$ cat src/rtl/pdec_pkg.sv
package pdec_pkg;
  localparam int COST_W = 6;
  localparam logic [COST_W-1:0] COST_MEM_LONG  = 6'd30;
  localparam logic [COST_W-1:0] COST_MEM_SHORT = 6'd18;
  localparam logic [COST_W-1:0] COST_REG_LONG  = 6'd8;
  localparam logic [COST_W-1:0] COST_REG_SHORT = 6'd4;

  typedef enum logic [2:0] {
    ST_IDLE, ST_DEC_SRC, ST_DEC_DST, ST_RD_SRC, ST_RD_DST, ST_WR_RES, ST_FINISH
  } seqState_t;

  typedef struct packed {
    logic latchCmd;
    logic capSrcAddr;
    logic capDstAddr;
    logic capSrcOp;
    logic capDstOp;
    logic useDst;
  } seqStrobe_t;
endpackage

$ cat src/rtl/pdec_ctrl.sv
module pdec_ctrl
  import pdec_pkg::*;
(
  input  logic       clk,
  input  logic       rst,
  input  logic       start,
  input  logic       regForm,
  input  logic       memAck,
  output seqStrobe_t strobe,
  output logic       memReq,
  output logic       memWe,
  output logic       rfWe,
  output logic       busy,
  output logic       done
);
  seqState_t state, nextState;

  always_ff @(posedge clk) begin
    if (rst) state <= ST_IDLE;
    else     state <= nextState;
  end

  always_comb begin
    nextState = state;
    strobe    = '0;
    memReq    = 1'b0;
    memWe     = 1'b0;
    rfWe      = 1'b0;
    done      = 1'b0;
    unique case (state)
      ST_IDLE: begin
        strobe.latchCmd = start;
        if (start) nextState = regForm ? ST_FINISH : ST_DEC_SRC;
      end
      ST_DEC_SRC: begin
        rfWe              = 1'b1;
        strobe.capSrcAddr = 1'b1;
        nextState         = ST_DEC_DST;
      end
      ST_DEC_DST: begin
        rfWe              = 1'b1;
        strobe.useDst     = 1'b1;
        strobe.capDstAddr = 1'b1;
        nextState         = ST_RD_SRC;
      end
      ST_RD_SRC: begin
        memReq          = 1'b1;
        strobe.capSrcOp = memAck;
        if (memAck) nextState = ST_RD_DST;
      end
      ST_RD_DST: begin
        memReq          = 1'b1;
        strobe.useDst   = 1'b1;
        strobe.capDstOp = memAck;
        if (memAck) nextState = ST_WR_RES;
      end
      ST_WR_RES: begin
        memReq        = 1'b1;
        memWe         = 1'b1;
        strobe.useDst = 1'b1;
        if (memAck) nextState = ST_FINISH;
      end
      ST_FINISH: begin
        done      = 1'b1;
        nextState = ST_IDLE;
      end
      default: nextState = ST_IDLE;
    endcase
  end

  assign busy = (state != ST_IDLE);
endmodule

$ cat src/rtl/pdec_dpath.sv
module pdec_dpath
  import pdec_pkg::*;
#(
  parameter int ADDR_W = 32,
  parameter int DATA_W = 32,
  parameter int REG_W  = 3
) (
  input  logic              clk,
  input  logic              rst,
  input  seqStrobe_t        strobe,
  input  logic              regFormIn,
  input  logic [REG_W-1:0]  srcRegIn,
  input  logic [REG_W-1:0]  dstRegIn,
  input  logic [1:0]        sizeIn,
  input  logic [ADDR_W-1:0] rfRdData,
  input  logic [DATA_W-1:0] memRdData,
  input  logic [DATA_W-1:0] aluResult,
  output logic [REG_W-1:0]  rfAddr,
  output logic [ADDR_W-1:0] rfWrData,
  output logic [ADDR_W-1:0] memAddr,
  output logic [DATA_W-1:0] memWrData,
  output logic [DATA_W-1:0] aluSrc,
  output logic [DATA_W-1:0] aluDst,
  output logic [COST_W-1:0] cycleCost
);
  logic [REG_W-1:0]  srcRegQ, dstRegQ;
  logic [1:0]        sizeQ;
  logic [ADDR_W-1:0] srcAddr, dstAddr, step;
  logic [DATA_W-1:0] srcOp, dstOp;
  logic              isLongIn;

  assign isLongIn = sizeIn[1];

  always_comb begin
    unique case (sizeQ)
      2'b00:   step = ADDR_W'(1);
      2'b01:   step = ADDR_W'(2);
      default: step = ADDR_W'(4);
    endcase
  end

  assign rfAddr    = strobe.useDst ? dstRegQ : srcRegQ;
  assign rfWrData  = rfRdData - step;
  assign memAddr   = strobe.useDst ? dstAddr : srcAddr;
  assign memWrData = aluResult;
  assign aluSrc    = srcOp;
  assign aluDst    = dstOp;

  always_ff @(posedge clk) begin
    if (rst) begin
      srcRegQ   <= '0;
      dstRegQ   <= '0;
      sizeQ     <= '0;
      srcAddr   <= '0;
      dstAddr   <= '0;
      srcOp     <= '0;
      dstOp     <= '0;
      cycleCost <= '0;
    end else begin
      if (strobe.latchCmd) begin
        srcRegQ   <= srcRegIn;
        dstRegQ   <= dstRegIn;
        sizeQ     <= sizeIn;
        cycleCost <= regFormIn ? (isLongIn ? COST_REG_LONG : COST_REG_SHORT)
                               : (isLongIn ? COST_MEM_LONG : COST_MEM_SHORT);
      end
      if (strobe.capSrcAddr) srcAddr <= rfWrData;
      if (strobe.capDstAddr) dstAddr <= rfWrData;
      if (strobe.capSrcOp)   srcOp   <= memRdData;
      if (strobe.capDstOp)   dstOp   <= memRdData;
    end
  end
endmodule

$ cat src/rtl/pdec_mem_seq.sv
module pdec_mem_seq
  import pdec_pkg::*;
#(
  parameter int ADDR_W = 32,
  parameter int DATA_W = 32,
  parameter int REG_W  = 3
) (
  input  logic              clk,
  input  logic              rst,
  input  logic              start,
  input  logic              regForm,
  input  logic [REG_W-1:0]  srcReg,
  input  logic [REG_W-1:0]  dstReg,
  input  logic [1:0]        opSize,
  output logic [REG_W-1:0]  rfAddr,
  input  logic [ADDR_W-1:0] rfRdData,
  output logic              rfWe,
  output logic [ADDR_W-1:0] rfWrData,
  output logic              memReq,
  output logic              memWe,
  output logic [ADDR_W-1:0] memAddr,
  output logic [DATA_W-1:0] memWrData,
  input  logic [DATA_W-1:0] memRdData,
  input  logic              memAck,
  output logic [DATA_W-1:0] aluSrc,
  output logic [DATA_W-1:0] aluDst,
  input  logic [DATA_W-1:0] aluResult,
  output logic              busy,
  output logic              done,
  output logic [COST_W-1:0] cycleCost
);
  seqStrobe_t strobe;

  pdec_ctrl u_ctrl (
    .clk(clk), .rst(rst), .start(start), .regForm(regForm), .memAck(memAck),
    .strobe(strobe), .memReq(memReq), .memWe(memWe), .rfWe(rfWe),
    .busy(busy), .done(done)
  );

  pdec_dpath #(.ADDR_W(ADDR_W), .DATA_W(DATA_W), .REG_W(REG_W)) u_dpath (
    .clk(clk), .rst(rst), .strobe(strobe), .regFormIn(regForm),
    .srcRegIn(srcReg), .dstRegIn(dstReg), .sizeIn(opSize),
    .rfRdData(rfRdData), .memRdData(memRdData), .aluResult(aluResult),
    .rfAddr(rfAddr), .rfWrData(rfWrData), .memAddr(memAddr),
    .memWrData(memWrData), .aluSrc(aluSrc), .aluDst(aluDst),
    .cycleCost(cycleCost)
  );
endmodule

$ cat config.mk
export PLATFORM = sky130hd
export DESIGN_NAME = pdec_mem_seq
export DESIGN_NICKNAME = d
export VERILOG_FILES = /design/src/rtl/pdec_pkg.sv /design/src/rtl/pdec_ctrl.sv /design/src/rtl/pdec_dpath.sv /design/src/rtl/pdec_mem_seq.sv
export SDC_FILE = /design/constraint.sdc
export NUM_CORES = 1
export LEC_CHECK = 0
export BUFFER_PORTS_ARGS = -buffer_cell sky130_fd_sc_hd__buf_2
export CORE_MARGIN = 4
export CORE_UTILIZATION = 49
export CTS_BUF_LIST = sky130_fd_sc_hd__clkbuf_8
export CTS_CLUSTER_SIZE = 14
export DETAILED_ROUTE_END_ITERATION = 7
export PLACE_DENSITY = 0.86
export SYNTH_ARGS = -nofsm -noshare
export SYNTH_HDL_FRONTEND = slang
export SYNTH_SLANG_ARGS = --single-unit
$ cat constraint.sdc
create_clock -name clk -period 2.96 [get_ports clk]
set_input_delay 0.296 -clock clk [delete_from_list [all_inputs] [get_ports clk]]
set_output_delay 0.296 -clock clk [all_outputs]
set_load 0.02 [all_outputs]
## Yosys cells after proc, flatten, opt, wreduce, memory -nomap -nowiden

Index checks and enable logic that the tools add are counted.

| operators by class | value |
|---|---|
| add/sub/neg operators | 1 |
| equality and inequality tests | 11 |
| muxes and demuxes | 22 |
| reduce and logical (&&, ||, !) cells | 7 |

Operator list:

| operator | count |
|---|---|
| $mux W32 | 1 |
| $sub A32 B3 Y32 | 1 |
| $mux W3 | 6 |
| $pmux W3 S6 | 1 |
| $mux W1 | 10 |
| $eq A3 B3 Y1 const B | 3 |
| $mux W4 | 2 |
| $ne A2 B2 Y1 const B | 4 |
| $eq A3 B2 Y1 const B | 2 |
| $mux W6 | 1 |
| $pmux W3 S2 | 1 |
| $reduce_or A3 Y1 | 2 |
| $reduce_and A4 Y1 | 1 |
| $eq A3 B1 Y1 const B | 1 |
| $logic_not A3 Y1 | 1 |
| $reduce_bool A3 Y1 | 1 |
| $eq A2 B1 Y1 const B | 1 |
| $logic_not A2 Y1 | 1 |
| $reduce_or A2 Y1 | 1 |

| storage, ports and cells | value |
|---|---|
| register bits | 145 |
| bits of input ports | 109 |
| word-level logic and storage cells | 50 |

## Longest topological paths before layout

Gate-level depths: netlist of the first run.

| depth | value |
|---|---|
| word-level depth | 4 |
| depth in mapped cells | 10 |

## Hierarchy

From an unflattened synthesis of the first run, not the netlist that was laid out.

| second synthesis, totals | value |
|---|---|
| cell total of the unflattened synthesis | 703 |
| area, all modules | 6485.0 µm² |

Modules (own cells, without submodules):

| module | times used | cells an instance | area an instance (µm²) |
|---|---|---|---|
| pdec_dpath | 1 | 666 | 6195.9 |
| pdec_ctrl | 1 | 37 | 289.0 |

## Worst setup path after synthesis of the first run

Ideal clock, no wire load.

| path | value |
|---|---|
| path kind | reg2out |
| from | register u_dpath.cycleCost[3] (netlist name) |
| to | output port rfWrData[31] |
| arrival | 2300 ps |
| data required time | 2664 ps |
| path slack | 364 ps |
| stages on the path, launching flop included | 9 |
| buffers on the path | 1 |
| cells stage by stage | dfxtp_1 > inv_1 > ha_1 > a21oi_1 > nand3_1 > clkbuf_1 > nor4_2 > nand3_1 > xnor2_1 |

RTL lines:

| item | RTL line | RTL |
|---|---|---|
| end, declared | pdec_mem_seq.sv:18 | `output logic [ADDR_W-1:0] rfWrData,` |

==> results_dict.tcl, run 1 <==
set metrics [dict create \
    outcome "complete, no violations" \
    port_buffers 216 \
    cap_violations 0 \
    grt_usage_pct 22.7 \
    worst_pin_slew_ps 659 \
    wl_per_cell_um 15.8 \
    first_global_vias 5510 \
    seqCellArea_um2 2820 \
    tritoncts "done" \
    cts_max_level 4 \
    num_rows 42 \
    avgSynthCellArea_um2 8.12 \
    core-area_um2 13200 \
    wirelength_um 18400 \
    p_total_mw 4.90 \
    drive_gt1_share_pct 33.5 \
    synthArstFlopShare_pct 0 \
    finalMaxSlewViolations 0 \
    grt_max_degree 65 \
    io_pins 283 \
    vias_per_cell 5.32 \
    nFillCells 1143 \
    die_h_um 124 \
    n_antenna_cell 0 \
    clk_latency_ps 450 \
    required_ps 2660 \
    cts_sinks 141 \
    numCtsBuffers 17 \
    grt_antenna_before_repair 1 \
    clock_skew_ps 11.6 \
    final_util_pct 61.3 \
    synth_area_um2 6580 \
    ys_types 51 \
    grt_pass1_wl_um 27500 \
    p_leak_nw 3.47 \
    period_needed_ps 2800 \
    postCtsHoldBufs 0 \
    power.density_nw_per_um2 606 \
    firstDrtPassIters 5 \
    ys_ff_latch 141 \
    hpwl_um 12800 \
    grt_setup_unrepaired "true" \
    fp.dieW_um 124 \
    num-nets-final 1090 \
    period_share_pct 94.7 \
    initial_utilization_pct 49.8 \
    max_freq_mhz 357 \
    yosysWarningCount 0 \
    setup_viol 0 \
    max_slew_margin_pct 55.7 \
    drc_errors 0 \
    synth_ff_type "dfxtp_1" \
    gr-total-overflow 0 \
    synth_edf_count 0 \
    finalHoldViolCount 0 \
    place.gp.congestion 0.820 \
    critical_path_class "reg -> out" \
    path_clk_slew_ps 80 \
    crit_path_start_kind "register" \
    dieArea_um2 15300 \
    area_growth_pct 23.0 \
    cts-root-buf "clkbuf_8" \
    cp_max_fo 5 \
    synthCells 810 \
    ant_nets 0 \
    end_kind "output port" \
    cp_data_arrival_time_ps 2510 \
    multi_input_area_um2 3230 \
    cts_buffer_depth 2 \
    vias 6202 \
    ys_seq_area_share_pct 42.9 \
    hp-class "in -> reg" \
    drt_iter0_drc 526 \
    ir_worst_vdd_mv 0.380 \
]
kinds of logic (layout without fill, tap and decap cells):
family | count (synthesis) | in the layout | synth area share, %
simple gates | 324 | 324 | 22.6
compound gates | 150 | 150 | 14.1
flops | 141 | 141 | 42.9
buf+inv | 125 | 304 | 9.44
mux | 36 | 36 | 6.15
xor+xnor | 29 | 29 | 3.86
fa+ha+maj | 4 | 4 | 0.875
other cells | 1 | 2 | 0.0570
final cells by class:
cell class	instances	area share (%)
Clock buffer	18	3.06
Clock inverter	14	1.95
Inverter	35	1.62
Multi-Input combinational cell	545	39.9
Sequential cell	141	34.9
Tap cell	176	2.72
Timing Repair Buffer	237	15.8
stage by stage:
stage | worst slack (ps) | cells | hold WS (ps) | TNS (ps) | cell area [um^2]
after global placement | 273 | 1130 | 438 | 0 | 7570
after global routing | -12.0 | 1166 | 59.6 | -12.0 | 8090
after floorplan | 364 | 811 | 392 | 0 | 6580
after CTS | 21.5 | 1162 | 50.5 | 0 | 8000
after detailed placement | 177 | 1130 | 444 | 0 | 7570
final | 156 | 1166 | 78.5 | 0 | 8090
metal layers:
metal	vias to the layer above	part of all wire, %	GRT usage [%]
met2	251	50	37.5
met4	2	2.2	9.07
met3	40	7.1	5.40
met1	2878	40	28.7
met5	-	0.065	0
li1	3031	-	-
synth_stat cells (3+ instances only):
master    number  area [um^2]
a211oi_1      55          413
and3_1         6         37.5
nor4_1        14         87.6
nand3_1        6         30.0
xor2_1         6         52.6
xnor2_1       23          201
nand2b_1       3         18.8
dfxtp_1      141         2820
mux2_2        35          394
a21oi_1       79          395
or4_4          3         33.8
nor3b_1        4         30.0
nor3_1        12         60.1
and4_1         4         35.0
inv_1         35          131
nand2_1      161          604
a31oi_1        3         18.8
or3_1          5         31.3
clkbuf_1      49          184
nor2_1        83          312
ha_1           3         37.5
buf_4         36          270
nand4_1        3         18.8
layout by cell type (no fill, tap or decap), types with 11 or more instances in the layout:
master / n
nor3_1: 11
dfxtp_1: 141
buf_4: 19
nand2_1: 161
nor2_1: 82
buf_2: 215
xnor2_1: 20
a211oi_1: 55
clkbuf_8: 18
nor4_1: 12
a21oi_1: 79
inv_1: 35
mux2_2: 35
what timing repair did:
action                                  CTS  global route
pin swaps                                 0             2
buffers inserted                          0             4
endpoints found under the setup margin   11            17
resized for setup                         5             9
critical path, stage by stage, from the launching register on:
cell,delay [ps]
dfxtp_1,360
inv_1,70
ha_2,300
a21oi_1,130
nand3_1,150
or3_4,430
or3_4,390
nand2_1,80
buf_2,160
power breakdown:
part | internal, mW | switching [mW] | leakage, nW
combinational | 0.446 | 0.731 | 2.12
sequential | 2.06 | 0.0911 | 1.15
clock | 0.787 | 0.792 | 0.197
total | 3.29 | 1.61 | 3.47
registers in the layout, indices dropped and copies added (netlist names):
name / cells
u_dpath.srcAddr: 32
u_dpath.srcRegQ: 3
u_dpath.dstAddr: 32
u_dpath.sizeQ: 1
u_dpath.aluDst: 32
u_ctrl.state: 3
u_dpath.cycleCost: 3
u_dpath.dstRegQ: 3
u_dpath.aluSrc: 32
final timing paths:
path | start | to | slack (ps) | cells past startpoint
setup / recovery | u_dpath.cycleCost[3]$_SDFFE_PP0P_ | rfWrData[29] | 160 | 8
hold / removal | dstReg[1] | u_dpath.dstRegQ[1]$_SDFFE_PP0P_ | 80 | 3
setup reg to reg | u_dpath.cycleCost[3]$_SDFFE_PP0P_ | u_dpath.dstAddr[7]$_SDFFE_PP0P_ | 740 | 9
hold reg to reg | u_dpath.aluSrc[15]$_SDFFE_PP0P_ | u_dpath.aluSrc[15]$_SDFFE_PP0P_ | 450 | 2
Note: power is estimated with default switching activity, not from simulation.
==> inputs of run 2 (changes only) <==
--- a/config.mk
+++ b/config.mk
@@ -6,11 +6,13 @@
 export NUM_CORES = 1
 export LEC_CHECK = 0
 export BUFFER_PORTS_ARGS = -buffer_cell sky130_fd_sc_hd__buf_2
+export CORE_ASPECT_RATIO = 1.25
 export CORE_MARGIN = 4
 export CORE_UTILIZATION = 49
 export CTS_BUF_LIST = sky130_fd_sc_hd__clkbuf_8
 export CTS_CLUSTER_SIZE = 14
 export DETAILED_ROUTE_END_ITERATION = 7
+export GPL_TIMING_DRIVEN = 0
 export PLACE_DENSITY = 0.86
 export SYNTH_ARGS = -nofsm -noshare
 export SYNTH_HDL_FRONTEND = slang
==> run 2 against run 1 <==
Against the previous run:
- core utilization rose by 4.8 points
- wire length rose by 13%
- setup slack got worse by 92 ps
- clock skew fell by 0.92 ps
- largest cell class unchanged
- clock-buffer cell count rose by 1
- sequential share of layout area fell by 2.4 points
- combinational power rose by 14%
- non-clock buffer count rose by 108
- critical path depth rose by 1
- clock power rose by 3%
- sequential power barely moved
- critical endpoint is now rfWrData[13]
- maximum frequency fell by 3.2%
==> results_dict.tcl, run 2 (same netlist as run 1, synthesis figures left out) <==
set metrics [dict create \
    outcome "complete, no violations" \
    path_clk_slew_ps 90 \
    setup_viol 0 \
    drive_gt1_share_pct 36.4 \
    hpwl_um 15600 \
    firstDrtPassIters 6 \
    numCtsBuffers 17 \
    cp_data_arrival_time_ps 2600 \
    hp-class "in -> reg" \
    p_leak_nw 3.83 \
    timing.critical_path.slowest_cell_delay_ps 410 \
    n_antenna_cell 0 \
    dp_cells 1229 \
    critical_path_class "reg -> out" \
    period_needed_ps 2900 \
    met3_length_um 1740 \
    critPathTopFamily "simple AND/OR/NAND/NOR gates" \
    power.density_nw_per_um2 586 \
    num_rows 47 \
    crit_path_start_kind "register" \
    port_buffers 247 \
    highest_layer "met4" \
    finalSetupTns_ps 0 \
    final_area_um2 8700 \
    end_kind "output port" \
    cp_max_fo 8 \
    cts_buffer_depth 2 \
    grt_usage_pct 25.3 \
    drt_iter0_drc 453 \
    num-nets-final 1199 \
    initial_utilization_pct 49.9 \
    dpl_worst_slack_ps -277 \
    io_pins 283 \
    cts_sinks 141 \
    clock_skew_ps 10.7 \
    m1WireLength_um 7740 \
    nFillCells 1092 \
    cts-root-buf "clkbuf_8" \
    fp.dieW_um 112 \
    path_cells "nor2_1 > ha_2 > nand3b_1 > nand3_4 > buf_8 > nor4_1 > xnor2_1 > inv_1 > buf_2" \
    drc_errors 0 \
    finalHoldViolCount 0 \
    grt_max_degree 17 \
    period_share_pct 97.8 \
    clk_latency_ps 430 \
    layout_commonest_cell "buf_2" \
    worst-path-buf-inv 3 \
    grt_antenna_before_repair 0 \
    first_global_vias 6534 \
    p_total_mw 5.10 \
    dieArea_um2 15300 \
    vias_per_cell 5.34 \
    final_cell_mix "245 x buf_2, 159 x nand2_1, 140 x dfxtp_1" \
    place_area_um2 8030 \
    grt_pass1_wl_um 31500 \
    critPathSlowestCell "nor4_1" \
    place.gp.congestion 0.852 \
    area_growth_pct 32.4 \
    cts_max_level 4 \
    finalMaxSlewViolations 0 \
    required_ps 2660 \
    stdcell_count 1270 \
    wl_met2_um 10800 \
    max_slew_margin_pct 42.3 \
    gr-total-overflow 0 \
    ir_worst_vdd_mv 0.290 \
    tritoncts "done" \
    core-area_um2 13200 \
    cap_violations 0 \
    die_h_um 138 \
    fin_ws_ps 64.4 \
    worst_pin_slew_ps 857 \
    max_freq_mhz 345 \
    vias 6780 \
    ant_nets 0 \
    wl_per_cell_um 16.4 \
    wirelength_um 20800 \
]
-- run 2: cell types whose count changed in the layout (fill, tap and decap cells not counted), moves of 3 or more --
cell / delta
buf_2: +30
buf_6: +3
clkbuf_1: +44
buf_4: +29
buf_12: -3
-- run 2: power by group --
group          switching [mW]  internal (mW)  total (mW)
Combinational           0.841          0.499        1.34
Sequential             0.0825           2.06        2.14
Clock                   0.803          0.815        1.62
Total                    1.73           3.37        5.10
-- run 2: final cells by class --
class                      instances  area [um^2]  share of cell area [%]
sequential                       141         2830                    32.5
inverter                          35          134                    1.54
clock inverter                    13          151                    1.74
multi-input combinational        546         3300                    37.9
buffer                            89          500                    5.75
timing repair buffer             256         1320                    15.1
tap                              171          214                    2.46
clock buffer                      19          262                    3.00
-- run 2: worst paths after layout --
kind                                startpoint                          endpoint  slack (ps)  cells after the start
min reg2reg     u_dpath.aluSrc[4]$_SDFFE_PP0P_    u_dpath.aluSrc[4]$_SDFFE_PP0P_         450                      2
min                                  srcReg[1]   u_dpath.srcRegQ[1]$_SDFFE_PP0P_         100                      3
max          u_dpath.cycleCost[3]$_SDFFE_PP0P_                      rfWrData[13]          60                      9
max reg2reg  u_dpath.cycleCost[3]$_SDFFE_PP0P_  u_dpath.dstAddr[27]$_SDFFE_PP0P_         190                     14
-- run 2: stage by stage --
stage / hold slack [ps] / utilization (%)
after floorplan: 392 / -
after global placement: 439 / 61.0
after detailed placement: 443 / 61.0
after CTS: 76.0 / 65.1
after global routing: 86.5 / 66.1
final: 99.6 / 66.1
-- run 2: layer usage --
metal,vias to the layer above,global-route usage (%)
li1,3262,-
met1,3108,27.6
met2,368,47.3
met3,42,6.63
met4,0,9.33
met5,-,0
-- run 2: tightest hold or removal path, cell delays in order --
cell and delay [ps]:
buf_2 90, nand2_1 50, a21oi_1 50
-- run 2: repair_timing --
action                                  in CTS  in global routing
hold buffers                                 0                  0
endpoints found under the setup margin      52                 45
pin swaps                                    1                  3
buffers inserted                             9                  2
gates resized for setup                     18                 28
gates cloned                                 0                  1
==> inputs of run 3 (changes only) <==
--- a/config.mk
+++ b/config.mk
@@ -6,14 +6,16 @@
 export NUM_CORES = 1
 export LEC_CHECK = 0
 export BUFFER_PORTS_ARGS = -buffer_cell sky130_fd_sc_hd__buf_2
+export CELL_PAD_IN_SITES_DETAIL_PLACEMENT = 1
+export CELL_PAD_IN_SITES_GLOBAL_PLACEMENT = 1
 export CORE_ASPECT_RATIO = 1.25
 export CORE_MARGIN = 4
-export CORE_UTILIZATION = 49
+export CORE_UTILIZATION = 35
 export CTS_BUF_LIST = sky130_fd_sc_hd__clkbuf_8
 export CTS_CLUSTER_SIZE = 14
 export DETAILED_ROUTE_END_ITERATION = 7
 export GPL_TIMING_DRIVEN = 0
-export PLACE_DENSITY = 0.86
+export PLACE_DENSITY = 0.87
 export SYNTH_ARGS = -nofsm -noshare
 export SYNTH_HDL_FRONTEND = slang
 export SYNTH_SLANG_ARGS = --single-unit
==> run 3 against run 2 <==
Against the previous run:
- the flow now finishes with violations (negative setup slack)
- sequential share of layout area fell by 0.63 points
- sequential power barely moved
- core utilization fell by 18 points
- combinational power rose by 3%
- non-clock buffer count rose by 5
- critical path depth fell by 1
- first-iteration DRC count fell by 27%
- clock power fell by 2%
- worst hold slack got worse by 16 ps
- clock skew rose by 4.3 ps
- critical path type is now in -> out
- critical endpoint is now rfWrData[30]
- highest routed layer unchanged
==> results_dict.tcl, run 3 (same netlist as run 1, synthesis figures left out) <==
set metrics [dict create \
    p_leak_nw 3.91 \
    whs_path_depth 3 \
    path_cells "buf_2 > nor4_1 > nand3b_1 > nor3_4 > buf_6 > nand2_2 > xnor2_2 > buf_4" \
    switchingPower_mw 1.73 \
    crit_path_start_kind "primary input" \
    power.density_nw_per_um2 574 \
    grt_antenna_before_repair 0 \
    numCtsBuffers 17 \
    vias_per_cell 5.15 \
    hp-class "in -> reg" \
    grt_pass1_wl_um 36500 \
    initial_utilization_pct 35.9 \
    ir_worst_vdd_mv 0.249 \
    dp_cells 1286 \
    cp_data_arrival_time_ps 2680 \
    intPower_mw 3.37 \
    drc_errors 0 \
    period_needed_ps 2980 \
    grt_max_degree 17 \
    nFillCells 2276 \
    max_slew_margin_pct 34.6 \
    gr-total-overflow 0 \
    drt_iter0_drc 330 \
    cts_buffer_depth 2 \
    rr_endpoint "u_dpath.srcAddr[2]$_SDFFE_PP0P_" \
    timing.critical_path.slowest_cell_delay_ps 830 \
    firstDrtPassIters 4 \
    die_h_um 161 \
    place_area_um2 8100 \
    violations "negative setup slack" \
    worst_pin_slew_ps 972 \
    hp-start "dstReg[1]" \
    max_freq_mhz 336 \
    first_global_vias 7098 \
    cp_max_fo 7 \
    ant_nets 0 \
    dieArea_um2 21100 \
    layout_commonest_cell "buf_2" \
    ff2ff_setup_slack_ps 350 \
    grt_usage_pct 21.8 \
    hold_end "u_dpath.dstRegQ[1]$_SDFFE_PP0P_" \
    final_cell_mix "246 x buf_2, 157 x nand2_1, 140 x dfxtp_1" \
    wl_per_cell_um 18.6 \
    io_pins 283 \
    tritoncts "done" \
    ff2ff_path_depth 7 \
    wirelength_um 24700 \
    n_antenna_cell 0 \
    critical_path_class "in -> out" \
    cap_violations 0 \
    power_frac_seq_pct 42.0 \
    area_growth_pct 35.0 \
    cts-root-buf "clkbuf_8" \
    finalHoldViolCount 0 \
    setup_viol 1 \
    pwr-share-comb_pct 27.0 \
    fin_ws_ps -20.1 \
    core-area_um2 18300 \
    final_util_pct 48.5 \
    num-nets-final 1203 \
    hpwl_um 18400 \
    switching_share_pct 33.9 \
    place.gp.congestion 0.830 \
    drive_gt1_share_pct 37.6 \
    final_area_um2 8870 \
    r2r-start "u_ctrl.state[0]$_SDFFE_PP0P_" \
    vias 6844 \
    period_share_pct 101 \
    cts_sinks 141 \
    path_clk_slew_ps 80 \
    num_rows 55 \
    finalMaxSlewViolations 0 \
    stdcell_count 1330 \
    fp.dieW_um 131 \
    critPathSlowestCell "nor4_1" \
    pwr-share-clk_pct 31.0 \
    outcome "complete, but fails checks" \
    end_kind "output port" \
    required_ps 2660 \
    port_buffers 247 \
    clk_latency_ps 460 \
    clock_skew_ps 15.1 \
    cts_max_level 4 \
    hold_ws_ps 84.0 \
]
run 3: cell count changes in the layout (fill, tap and decap cells not counted), moves of 3 or more:
| cell | change |
|---|---|
| inv_6 | -6 |
| nor3_1 | -4 |
| nor3_2 | +3 |
| xnor2_1 | -6 |
| xnor2_2 | +5 |
run 3: per-stage QoR:
step | worst slack [ps] | power (mW) | TNS (ps)
global route | -136 | 5.35 | -693
finish | -20.1 | 5.09 | -20.1
global placement | -173 | 3.46 | -401
floorplan | 364 | 3.01 | 0
CTS | -1.79 | 5.08 | -1.79
detailed placement | -267 | 3.50 | -1460
run 3: worst max path at each step:
stage / endpoint / slack, ps / start / depth (start not counted)
after global placement: rfWrData[31] / -170 / u_dpath.cycleCost[3]$_SDFFE_PP0P_ / 9
after global routing: rfWrData[24] / -140 / rfRdData[21] / 9
after floorplan: rfWrData[31] / 360 / u_dpath.cycleCost[3]$_SDFFE_PP0P_ / 8
after CTS: rfWrData[30] / -2 / u_dpath.cycleCost[3]$_SDFFE_PP0P_ / 10
final: rfWrData[30] / -20 / rfRdData[21] / 8
after detailed placement: rfWrData[31] / -270 / u_dpath.cycleCost[3]$_SDFFE_PP0P_ / 9
run 3: metal layers:
metal  up-vias  share of wire, %  GRT usage (%)  wire [um]
met4         0               2.9           7.39        716
met2       278                53           40.4      13000
met5         -                 0              0          0
met3        47               6.5           5.39       1610
li1       3266                 -              -          -
met1      3253                38           23.9       9390
run 3: area by class of cell:
cell class / count / area (um^2) / area share, %
repair buffers: 261 / 1380 / 15.5
clock buffers: 20 / 275 / 3.10
flip-flops and latches: 141 / 2830 / 31.8
clock inverters: 11 / 119 / 1.34
plain buffers: 89 / 500 / 5.64
inverters: 35 / 134 / 1.51
multi-input cells: 545 / 3360 / 37.9
well taps: 228 / 285 / 3.21
run 3: timing repair:
item | 4_1_cts | 5_1_grt
hold buffers | 0 | 0
endpoints found under the setup margin | 52 | 69
pin swaps | 1 | 13
buffers inserted | 2 | 12
gates resized for setup | 26 | 29
endpoints found under the hold margin | 0 | 0
run 3: worst max-delay path, delay by kind of cell:
kind / cells / cell delay [ps]
buf+inv: 3 / 490
simple gates: 4 / 1650
xor+xnor: 1 / 240
run 3: power groups by stage:
stage | logic, mW | registers [mW] | clock network, mW
3_3_place_gp | 1.29 | 2.17 | 0
2_1_floorplan | 0.824 | 2.19 | 0
6_report | 1.38 | 2.14 | 1.58
3_5_place_dp | 1.32 | 2.18 | 0
5_1_grt | 1.49 | 2.16 | 1.69
4_1_cts | 1.34 | 2.14 | 1.61
